**config.mk**
```make
export PLATFORM = sky130hd
export DESIGN_NAME = carry_skip_adder
export DESIGN_NICKNAME = d
export VERILOG_FILES = /design/src/rtl/csa_pkg.sv /design/src/rtl/csa_half.sv /design/src/rtl/csa_full.sv /design/src/rtl/csa_align.sv /design/src/rtl/csa_group.sv /design/src/rtl/carry_skip_adder.sv
export SDC_FILE = /design/constraint.sdc
export NUM_CORES = 1
export LEC_CHECK = 0
export ABC_AREA = 1
export BUFFER_PORTS_ARGS = -buffer_cell sky130_fd_sc_hd__buf_4
export CAP_MARGIN = 20
export CORE_MARGIN = 10
export CORE_UTILIZATION = 28
export DETAILED_ROUTE_END_ITERATION = 6
export PLACE_DENSITY_LB_ADDON = 0.3
export SLEW_MARGIN = 20
export SYNTH_ARGS = -nofsm -noshare
export SYNTH_HDL_FRONTEND = slang
export SYNTH_SLANG_ARGS = --single-unit
```
**constraint.sdc**
```tcl
create_clock -name vclk -period 22.9
set_input_delay 2.29 -clock vclk [all_inputs]
set_output_delay 2.29 -clock vclk [all_outputs]
set_load 0.03 [all_outputs]
```
**src/rtl/csa_pkg.sv**
```systemverilog
package csa_pkg;

  function automatic int csa_max(input int x, input int y);
    return (x > y) ? x : y;
  endfunction

  function automatic int csa_groups(input int n, input int g);
    return (n + g - 1) / g;
  endfunction

  function automatic int csa_grp_width(input int n, input int g, input int idx);
    int rem;
    rem = n - idx * g;
    return (rem < g) ? rem : g;
  endfunction

  function automatic logic csa_sum_bit(input logic a, input logic b, input logic c);
    return a ^ b ^ c;
  endfunction

  function automatic logic csa_carry_bit(input logic a, input logic b, input logic c);
    return (a & b) | (c & (a ^ b));
  endfunction

endpackage

```
**src/rtl/csa_half.sv**
```systemverilog
module csa_half
  import csa_pkg::*;
(
  input  logic a,
  input  logic b,
  output logic s,
  output logic co
);
  assign s  = csa_sum_bit(a, b, 1'b0);
  assign co = csa_carry_bit(a, b, 1'b0);
endmodule

```
**src/rtl/csa_full.sv**
```systemverilog
module csa_full
  import csa_pkg::*;
(
  input  logic a,
  input  logic b,
  input  logic ci,
  output logic s,
  output logic co
);
  assign s  = csa_sum_bit(a, b, ci);
  assign co = csa_carry_bit(a, b, ci);
endmodule

```
**src/rtl/csa_align.sv**
```systemverilog
module csa_align #(
  parameter int IN_W  = 8,
  parameter int OUT_W = 8
) (
  input  logic [IN_W-1:0]  din,
  output logic [OUT_W-1:0] dout
);
  localparam int PAD = OUT_W - IN_W;

  generate
    if (PAD > 0) begin : g_pad
      assign dout = {{PAD{1'b0}}, din};
    end else begin : g_same
      assign dout = din;
    end
  endgenerate
endmodule

```
**src/rtl/csa_group.sv**
```systemverilog
module csa_group #(
  parameter int W     = 4,
  parameter bit FIRST = 1'b0
) (
  input  logic [W-1:0] a,
  input  logic [W-1:0] b,
  input  logic         cin,
  output logic [W-1:0] sum,
  output logic         all_prop,
  output logic         ripple,
  output logic         cout
);
  logic [W-1:0] prop;
  logic [W:1]   chain;

  generate
    for (genvar i = 0; i < W; i++) begin : g_bit
      if (i == 0 && FIRST) begin : g_ha
        csa_half u_cell (
          .a  (a[i]),
          .b  (b[i]),
          .s  (sum[i]),
          .co (chain[i+1])
        );
      end else if (i == 0) begin : g_fa_in
        csa_full u_cell (
          .a  (a[i]),
          .b  (b[i]),
          .ci (cin),
          .s  (sum[i]),
          .co (chain[i+1])
        );
      end else begin : g_fa
        csa_full u_cell (
          .a  (a[i]),
          .b  (b[i]),
          .ci (chain[i]),
          .s  (sum[i]),
          .co (chain[i+1])
        );
      end
    end
  endgenerate

  assign prop     = a ^ b;
  assign all_prop = &prop;
  assign ripple   = chain[W];
  assign cout     = all_prop ? cin : ripple;
endmodule

```
**src/rtl/carry_skip_adder.sv**
```systemverilog
module carry_skip_adder
  import csa_pkg::*;
#(
  parameter  int A_W   = 16,
  parameter  int B_W   = 16,
  parameter  int GRP_W = 4,
  localparam int N     = csa_max(A_W, B_W)
) (
  input  logic [A_W-1:0] opa,
  input  logic [B_W-1:0] opb,
  output logic [N:0]     result
);
  localparam int NGRP = csa_groups(N, GRP_W);

  logic [N-1:0]    a_ext;
  logic [N-1:0]    b_ext;
  logic [N-1:0]    sum_bits;
  logic [NGRP:0]   grp_carry;
  logic [NGRP-1:0] grp_allp;
  logic [NGRP-1:0] grp_rip;

  csa_align #(.IN_W(A_W), .OUT_W(N)) u_align_a (.din(opa), .dout(a_ext));
  csa_align #(.IN_W(B_W), .OUT_W(N)) u_align_b (.din(opb), .dout(b_ext));

  assign grp_carry[0] = 1'b0;

  generate
    for (genvar g = 0; g < NGRP; g++) begin : g_grp
      localparam int LO = g * GRP_W;
      localparam int GW = csa_grp_width(N, GRP_W, g);
      csa_group #(.W(GW), .FIRST(g == 0)) u_grp (
        .a        (a_ext[LO +: GW]),
        .b        (b_ext[LO +: GW]),
        .cin      (grp_carry[g]),
        .sum      (sum_bits[LO +: GW]),
        .all_prop (grp_allp[g]),
        .ripple   (grp_rip[g]),
        .cout     (grp_carry[g+1])
      );
    end
  endgenerate

  assign result = {grp_carry[NGRP], sum_bits};
endmodule

```
Word level (Yosys, flattened, before mapping):

Cells that the tools add are included.

* register bits after elaboration: 0
* logic and storage cells: 89

* reduce and logical (&&, ||, !) cells: 4
* bitwise logic cells: 81
* multiplexer cells: 4

Operators with widths (number)
* bitwise AND 1 bit: 31
* bitwise XOR 1 bit: 31
* AND reduction 4 bit: 4
* bitwise XOR 4 bit: 4
* bitwise OR 1 bit: 15
* 2-to-1 mux 1 bit: 4

Depth between registers and ports, before layout:

Gate-level depths: netlist (run 1).

* word-level depth: 35
* mapped depth: 29

Cells and area by module:

Synthesis (run 1) repeated with hierarchy kept, for this count alone.

* cell total of the unflattened synthesis: 158
* area, all modules: 994.7 µm²

By module, submodules not included
* csa_group: instances 4, cells each 27, area an instance 107.6 µm²
* csa_full: instances 15, cells each 1, area an instance 20.0 µm²
* csa_align: instances 2, cells each 16, area an instance 120.1 µm²
* csa_half: instances 1, cells each 1, area an instance 12.5 µm²
* carry_skip_adder: instances 1, cells each 2, area an instance 11.3 µm²

Worst setup path after synthesis (run 1):

No wires, ideal clock.

* path kind: input-to-output
* start: input port opa[0]
* end: output port result[15]
* path buffers: 1
* cell stages on the path: 28
* data arrival time: 8525 ps
* required time: 20610 ps
* path slack: 12085 ps
* cells stage by stage: ha_1 -> fa_1 -> fa_1 -> fa_1 -> nand2_1 -> inv_1 -> fa_1 -> fa_1 -> fa_1 -> fa_1 -> o21ai_1 -> nand2_1 -> fa_1 -> fa_1 -> fa_1 -> inv_1 -> fa_1 -> o21ai_2 -> and2_1 -> fa_1 -> inv_1 -> fa_1 -> inv_1 -> fa_1 -> inv_1 -> fa_1 -> inv_1 -> buf_4

* word-level cells in the longest chain between the ends: 33

Ends and longest elaborated chain
* start: declaration: line carry_skip_adder.sv:9 `input logic [A_W-1:0] opa,`
* bitwise AND 1 bit (2 in series): line csa_pkg.sv:22 `return (a & b) | (c & (a ^ b));`
* bitwise OR 1 bit: line csa_pkg.sv:22
* bitwise AND 1 bit: line csa_pkg.sv:22
* bitwise OR 1 bit: line csa_pkg.sv:22
* bitwise AND 1 bit: line csa_pkg.sv:22
* bitwise OR 1 bit: line csa_pkg.sv:22
* 2-to-1 mux 1 bit (*): line csa_group.sv:48 `assign cout = all_prop ? cin : ripple;`
* bitwise AND 1 bit: line csa_pkg.sv:22
* (+16 left out)
* 2-to-1 mux 1 bit (*): line csa_group.sv:48
* bitwise AND 1 bit (*): line csa_pkg.sv:22
* bitwise OR 1 bit (*): line csa_pkg.sv:22
* bitwise AND 1 bit (*): line csa_pkg.sv:22
* bitwise OR 1 bit (*): line csa_pkg.sv:22
* bitwise AND 1 bit (*): line csa_pkg.sv:22
* bitwise OR 1 bit (*): line csa_pkg.sv:22
* bitwise XOR 1 bit (*): line csa_pkg.sv:18 `return a ^ b ^ c;`
* end: declaration: line carry_skip_adder.sv:11 `output logic [N:0] result`

Every way passes the cells marked *; elsewhere a longest branch is shown, timed or not.

Final worst setup path (run 1):

Ends and elaborated chain as after synthesis.

==> results of run 1 <==
## worst min path at each step
stage,endpoint,cells after the start
floorplan,result[0],2
global placement,result[0],3
detailed placement,result[0],3
CTS,result[0],3
global route,result[0],3
finish,result[0],3
## stage by stage
step / total power (uW) / hold WS, ps / instance area (um^2)
2_1_floorplan: 30.21 / 4841 / 784.5
3_3_place_gp: 39.31 / 4949 / 1064
3_5_place_dp: 39.83 / 4949 / 1064
4_1_cts: 39.92 / 4949 / 1064
5_1_grt: 42.57 / 4976 / 1064
6_report: 38.66 / 4943 / 1064
## where the power goes
group          switching [uW]  internal (uW)  total (uW)
sequential                  0              0           0
combinational            22.8           15.9        38.7
clock                       0              0           0
## logic make-up (layout without fill, tap and decap cells)
group           Yosys count  in the layout
buf+inv                  34             66
fa+ha+maj                31             31
compound gates            2              2
simple gates             18             18
## area by class of cell
cell class / instances / area (um^2) / share of cell area [%]
Tap cell: 31 / 38.79 / 3.647
Multi-Input combinational cell: 51 / 593.1 / 55.76
Inverter: 17 / 63.81 / 6.000
Timing Repair Buffer: 49 / 367.9 / 34.59
## per-layer routing
metal / wire length (um) / track usage (%)
met1: 644 / 6.661
met2: 897 / 11.95
met3: 219 / 2.449
met4: 0 / 0
met5: 0 / 0
## placed cells by master (no fill, tap or decap), drive strengths merged
master / count
nand3: 3
fa: 15
and2: 1
nand2: 10
nand4: 1
inv: 15
nor2: 2
clkinv: 2
buf: 49
or2: 1
o21ai: 2
ha: 16
## critical path: cells and delay by family
kind                     cells  cell delay, ps
buffers and inverters        8             650
AO/OA/AOI/OAI                2             190
adder cells (fa/ha/maj)     16            5430
AND/OR/NAND/NOR              3             340
==> metrics, run 1 <==
Synth Area in Simple Gates=10.05%; max_cap viols=0; HPWL Detailed=1775 um; HP Class=input pin to output port; largest area contributor in the netlist=fa_1; Total Routing Usage GR=6.267%; count leader, synth=buf_4; Final period util=49.02%; max-slew violation count=0; Lkg Pwr=0.0006002 uW; DRT Wirelength=1761 um; fin worst setup slack=11,680 ps; Avg WL per Cell=11.90 um; Syn-to-layout area delta=35.57%; Port Buffers=49; syn_area_per_cell=9.229 um^2; post-layout net count=182; Initial Util=28.95%; Post-Synth Adder-Cell Area=63.80%; largest family of logic cells by synthesized area=adder cells; CP peak stage delay=410 ps; Max VDD drop=0.02049 mV; worst-path maximum fanout=2; Hold Crit Start=opb[0]; top post-synthesis cells by area=fa_1 38%, ha_1 26%, buf_4 16%; Hold Violations, Final=0; first-pass GRT wire length=2925 um; source of the critical timing path=opa[0]; Max-slew headroom=86.63%; Synthesized Nets=148; top-area cell type share of the netlist area=38.28%; CP Data Required Time=20,610 ps; Resized Gates After CTS=0; sequential cell count=0; # hold bufs at CTS=0; DRT iter0 DRCs=2; RePlAce Congestion=0.6833; initial antenna violation count=0; DRC violations left=0; Worst Setup End Kind=output port; final cell count without fillers=148; Syn Inst Count=85; Sum Neg Setup Slack=0 ps; core region area=2710 um^2; slowest cell on the critical path=fa_1; FF/Latch Area=0 um^2; number of synthesis warnings=0; count of final setup violators=0; # IOs=49; Rows=19; pwr dens=36.35 nW/um^2; CP startpoint kind=input pin; Post-CTS Repair Setup Buffers=0; post-layout min period=11,220 ps; Pre-Repair DR Iteration Count=2; largest net degree at the start of global routing=3; clock buffers=0; xor/xnor share of the synthesized area=0%; CP endpoint=result[15]; DP Cell Count=148; Final Util=39.24%; Arr. time, crit path=8930 ps; Die H=72.93 um; Diodes inserted=0; fmax=89.09 MHz; mux cell area share after synthesis=0%; total grt overflow=0; unrepaired setup endpoints after global routing=false; Mapped Area=784.5 um^2; worst-margin pin slew=199.2 ps; layout cells sized above 1=43.59%; dpl ws=11,580 ps; Via density=3.939; Synth cell types=13; Crit path top cell by count=fa_1; fill count=294; status=complete, no violations; Vias=583; synth cell count leaders=17 x buf_4, 16 x ha_1, 15 x fa_1, 15 x inv_1, 10 x nand2_1; area of the die=5319 um^2; vias in the first global route=673; Synth Area in Compound Gates=1.754%; Crit Path Class=input pin to output port; chip width=72.93 um; Antenna Violating Nets Remaining=0; sequential-to-total area share from yosys stat=0%
(Power assumes the default switching activity.)
==> inputs of run 2 (changes only) <==
Clock period 22.9 ns to 10.8 ns, I/O delays scaled along.
==> run 2 against run 1 <==
  * Via count rose by 2.1%
  * Global-route usage is 0.61 points higher
  * Largest cell class unchanged
  * Total power is 110% higher
  * Wire length rose by 4.7%
  * Core utilization unchanged
  * Sequential share of layout area did not move
  * Sequential cell count stayed put
  * Final cell count unchanged
  * Setup slack worse by 9700 ps
  * Die area is the same
==> metrics, run 2 (synthesis results as in run 1) <==
status=complete, no violations (unchanged); Final Util=39.24% (unchanged); Antenna Violating Nets Remaining=0 (unchanged); Initial Util=28.95% (unchanged); Port Buffers=49 (unchanged); Bufs and invs on worst path=8 (unchanged); Final period util=81.60%; slowest cell on the critical path=fa_1 (unchanged); Rows=19 (unchanged); most common cell after layout, fill and taps aside=buf_4 (unchanged); Via density=4.020 (was 3.939); Syn-to-layout area delta=35.57% (unchanged); Hold Crit Start=opb[0] (unchanged); core region area=2710 um^2 (unchanged); final instance area=1064 um^2 (unchanged); Diodes inserted=0 (unchanged); post-layout net count=182 (unchanged); Crit Path Class=input pin to output port (unchanged); Avg WL per Cell=12.45 um (was 11.90 um); fill count=292 (was 294); HP Class=input pin to output port (unchanged); DRC violations left=0 (unchanged); Vias=595 (was 583); Resized Gates After CTS=0 (unchanged); # hold bufs at CTS=0 (unchanged); Worst Hold Endpoint=result[0] (unchanged); vias in the first global route=727 (was 673); sequential cell count=0 (unchanged); WHS=2534 ps (was 4943 ps); Hold Path Stages=3 (unchanged); Hold Violations, Final=0 (unchanged); RePlAce Congestion=0.6805 (was 0.6833); CP peak stage delay=400 ps (was 410 ps); HPWL Detailed=1867 um (was 1775 um); Total Routing Usage GR=6.882% (was 6.267%); CP Data Required Time=9720 ps (was 20,610 ps); Worst Setup End Kind=output port (unchanged); worst-margin pin slew=186.0 ps (was 199.2 ps); dpl ws=1904 ps (was 11,580 ps); most frequent cells in the layout=49 x buf_4, 16 x ha_1, 15 x inv_1, 15 x fa_1, 10 x nand2_1 (unchanged); CP startpoint kind=input pin (unchanged); post-layout min period=8813 ps; Sum Neg Setup Slack=0 ps (unchanged); Crit path top cell by count=fa_1 (unchanged); area of the die=5319 um^2 (unchanged); worst-path maximum fanout=2 (unchanged); layout cells sized above 1=43.59% (unchanged); max-slew violation count=0 (unchanged); # IOs=49 (unchanged); fmax=113.5 MHz; first-pass GRT wire length=3125 um (was 2925 um); Max-slew headroom=87.52% (was 86.63%); DRT iter0 DRCs=1 (was 2); chip width=72.93 um (unchanged); fin worst setup slack=1987 ps (was 11,680 ps); count of final setup violators=0 (unchanged); Post-CTS Repair Setup Buffers=0 (unchanged); Max VDD drop=0.04503 mV (was 0.02049 mV); critical path's top delay family=adder cells (unchanged); initial antenna violation count=0 (unchanged); largest net degree at the start of global routing=3 (unchanged); Lkg Pwr=0.0006002 uW (unchanged); Die H=72.93 um (unchanged); Pre-Repair DR Iteration Count=2 (unchanged); max_cap viols=0 (unchanged); FF/Latch Area=0 um^2 (unchanged); clock buffers=0 (unchanged); unrepaired setup endpoints after global routing=false (unchanged); Placed Area=1064 um^2 (unchanged); total grt overflow=0 (unchanged); pwr dens=78.11 nW/um^2 (was 36.35 nW/um^2); DRT Wirelength=1843 um (was 1761 um); Arr. time, crit path=7730 ps (was 8930 ps)
run 2: cell counts in the layout (fill, tap and decap cells not counted):
Identical to the previous run, type by type.
run 2: layout make-up:
class                           count  area [um^2]  share of cell area (%)
Multi-Input combinational cell     51        593.1                   55.76
Inverter                           17        63.81                   6.000
Tap cell                           31        38.79                   3.647
Timing Repair Buffer               49        367.9                   34.59
run 2: stage by stage:
step / cells / power, uW
6_report: 148 / 83.07
5_1_grt: 148 / 92.21
4_1_cts: 148 / 85.92
3_5_place_dp: 148 / 85.65
3_3_place_gp: 148 / 83.23
2_1_floorplan: 85 / 64.05
run 2: worst max path at each step:
stage                 from          to  slack (ps)  depth (start not counted)
floorplan           opa[0]  result[15]        2400                         28
global placement    opa[0]  result[15]        1980                         29
detailed placement  opa[0]  result[15]        1900                         29
CTS                 opa[0]  result[15]        1900                         29
global route        opa[0]  result[15]        1670                         29
finish              opa[0]  result[15]        1990                         29
run 2: where the power goes:
part | internal (uW) | total, uW | leakage, uW | switching [uW]
clock | 0 | 0 | 0 | 0
combinational | 34.1 | 83.1 | 0.000600 | 48.9
sequential | 0 | 0 | 0 | 0
run 2: metal layers:
metal | track usage, % | wire, um | share of wire [%] | vias to the layer above
met5 | 0 | 0 | 0 | -
met4 | 0 | 0 | 0 | 0
met3 | 3.129 | 265 | 14 | 0
met2 | 14.07 | 1025 | 56 | 29
met1 | 6.289 | 551 | 30 | 270
li1 | - | - | - | 296
==> inputs of run 3 (changes only) <==
Clock period 10.8 ns to 8.5 ns, I/O delays scaled along.
==> run 3 against run 2 <==
  * Via count increased by 2.2%
  * Combinational power increased by 28%
  * Clock-buffer cell count unchanged
  * Sequential cell count unchanged
  * Wire length increased by 2.6%
  * Setup slack got worse by 1700 ps
  * Non-clock buffer count unchanged
  * Core utilization increased by 0.32 points
  * Sequential share of layout area unchanged
  * Total power increased by 28%
  * Critical endpoint unchanged
  * Largest cell class unchanged
  * Largest power group unchanged
==> metrics, run 3 (synthesis results as in run 1) <==
status=complete, no violations (unchanged); DRT Wirelength=1890 um (was 1843 um); core region area=2710 um^2 (unchanged); Diodes inserted=0 (unchanged); RePlAce Congestion=0.6695 (was 0.6805); max_cap viols=0 (unchanged); largest net degree at the start of global routing=3 (unchanged); Worst Hold Endpoint=result[0] (unchanged); DRC violations left=0 (unchanged); DRT iter0 DRCs=5 (was 1); most frequent cells in the layout=49 x buf_4, 16 x ha_1, 15 x inv_1 (was 49 x buf_4, 16 x ha_1, 15 x inv_1, 15 x fa_1, 10 x nand2_1); fin worst setup slack=303.2 ps (was 1987 ps); Final period util=96.43%; Lkg Pwr=0.0005994 uW (was 0.0006002 uW); Max VDD drop=0.05253 mV (was 0.04503 mV); worst-margin pin slew=128.5 ps (was 186.0 ps); Antenna Violating Nets Remaining=0 (unchanged); Via density=4.108 (was 4.020); area of the die=5319 um^2 (unchanged); dpl ws=73.97 ps (was 1904 ps); most common cell after layout, fill and taps aside=buf_4 (unchanged); fill count=304 (was 292); Vias=608 (was 595); # IOs=49 (unchanged); count of final setup violators=0 (unchanged); Resized Gates After CTS=0 (unchanged); total grt overflow=0 (unchanged); CP peak stage delay=400 ps (about the same); fmax=122.0 MHz; first-pass GRT wire length=3153 um (was 3125 um); layout cells sized above 1=46.15% (was 43.59%); clock buffers=0 (unchanged); Total Routing Usage GR=6.936% (was 6.882%); Placed Area=1064 um^2 (unchanged); # hold bufs at CTS=0 (unchanged); slowest cell on the critical path=fa_1 (unchanged); Rows=19 (unchanged); pwr dens=98.95 nW/um^2 (was 78.11 nW/um^2); Sum Neg Setup Slack=0 ps (unchanged); HPWL Detailed=1884 um (was 1867 um); Arr. time, crit path=7350 ps (was 7730 ps); sequential cell count=0 (unchanged); Crit Path Class=input pin to output port (unchanged); chip width=72.93 um (unchanged); vias in the first global route=749 (was 727); worst-path maximum fanout=2 (unchanged); Avg WL per Cell=12.77 um (was 12.45 um); Max-slew headroom=91.43% (was 87.52%); Hold Violations, Final=0 (unchanged); Pre-Repair DR Iteration Count=3 (was 2); multi-input logic area=601.8 um^2 (was 593.1 um^2); final instance area=1072 um^2 (was 1064 um^2); Port Buffers=49 (unchanged); max-slew violation count=0 (unchanged); FF/Latch Area=0 um^2 (unchanged); CP Data Required Time=7650 ps (was 9720 ps); post-layout net count=182 (unchanged); Hold Crit Start=opb[0] (unchanged); Syn-to-layout area delta=36.68% (was 35.57%); CP startpoint kind=input pin (unchanged); Die H=72.93 um (unchanged); Crit path top cell by count=fa_1 (unchanged); unrepaired setup endpoints after global routing=false (unchanged); HP Class=input pin to output port (unchanged); initial antenna violation count=0 (unchanged); Initial Util=28.95% (unchanged); Hold Path Stages=3 (unchanged); Post-CTS Repair Setup Buffers=0 (unchanged); Worst Setup End Kind=output port (unchanged); post-layout min period=8197 ps
==> run 3: metrics by stage <==
step                std cells  power [uW]  utilization [%]  hold WS [ps]
CTS                       148       108.7            39.24          2093
global route              148       117.2            39.57          2111
floorplan                  85       81.39                -          1961
finish                    148       106.1            39.57          2087
global placement          148       105.8            39.24          2072
detailed placement        148       108.3            39.24          2094
==> run 3: routing by layer <==
metal	GRT usage, %	vias up	routed length (um)
met1	6.206	284	626
met3	2.585	0	207
met2	14.74	29	1056
met4	0	0	0
li1	-	295	-
met5	0	-	0
==> run 3: layout make-up <==
class	count	share of cell area, %
multi-input combinational	51	56.13
timing repair buffer	49	34.31
inverter	17	5.951
tap	31	3.617
==> run 3: worst max-delay path by stage <==
stage | startpoint | endpoint | slack, ps | depth (start not counted)
detailed placement | opa[0] | result[15] | 70 | 29
floorplan | opa[0] | result[15] | 560 | 28
global route | opa[0] | result[15] | 30 | 29
CTS | opa[0] | result[15] | 70 | 29
global placement | opa[0] | result[15] | 160 | 29
finish | opa[0] | result[15] | 300 | 29
==> run 3: worst max-delay path: cells and delay by family <==
family | cells | cell delay, ps
AO/OA/AOI/OAI | 2 | 140
adder cells (fa/ha/maj) | 16 | 5360
buffers and inverters | 8 | 660
AND/OR/NAND/NOR | 3 | 340
==> run 3: report_power, final <==
part | internal, uW | switching (uW)
combinational | 43.5 | 62.6
sequential | 0 | 0
clock | 0 | 0
total | 43.5 | 62.6
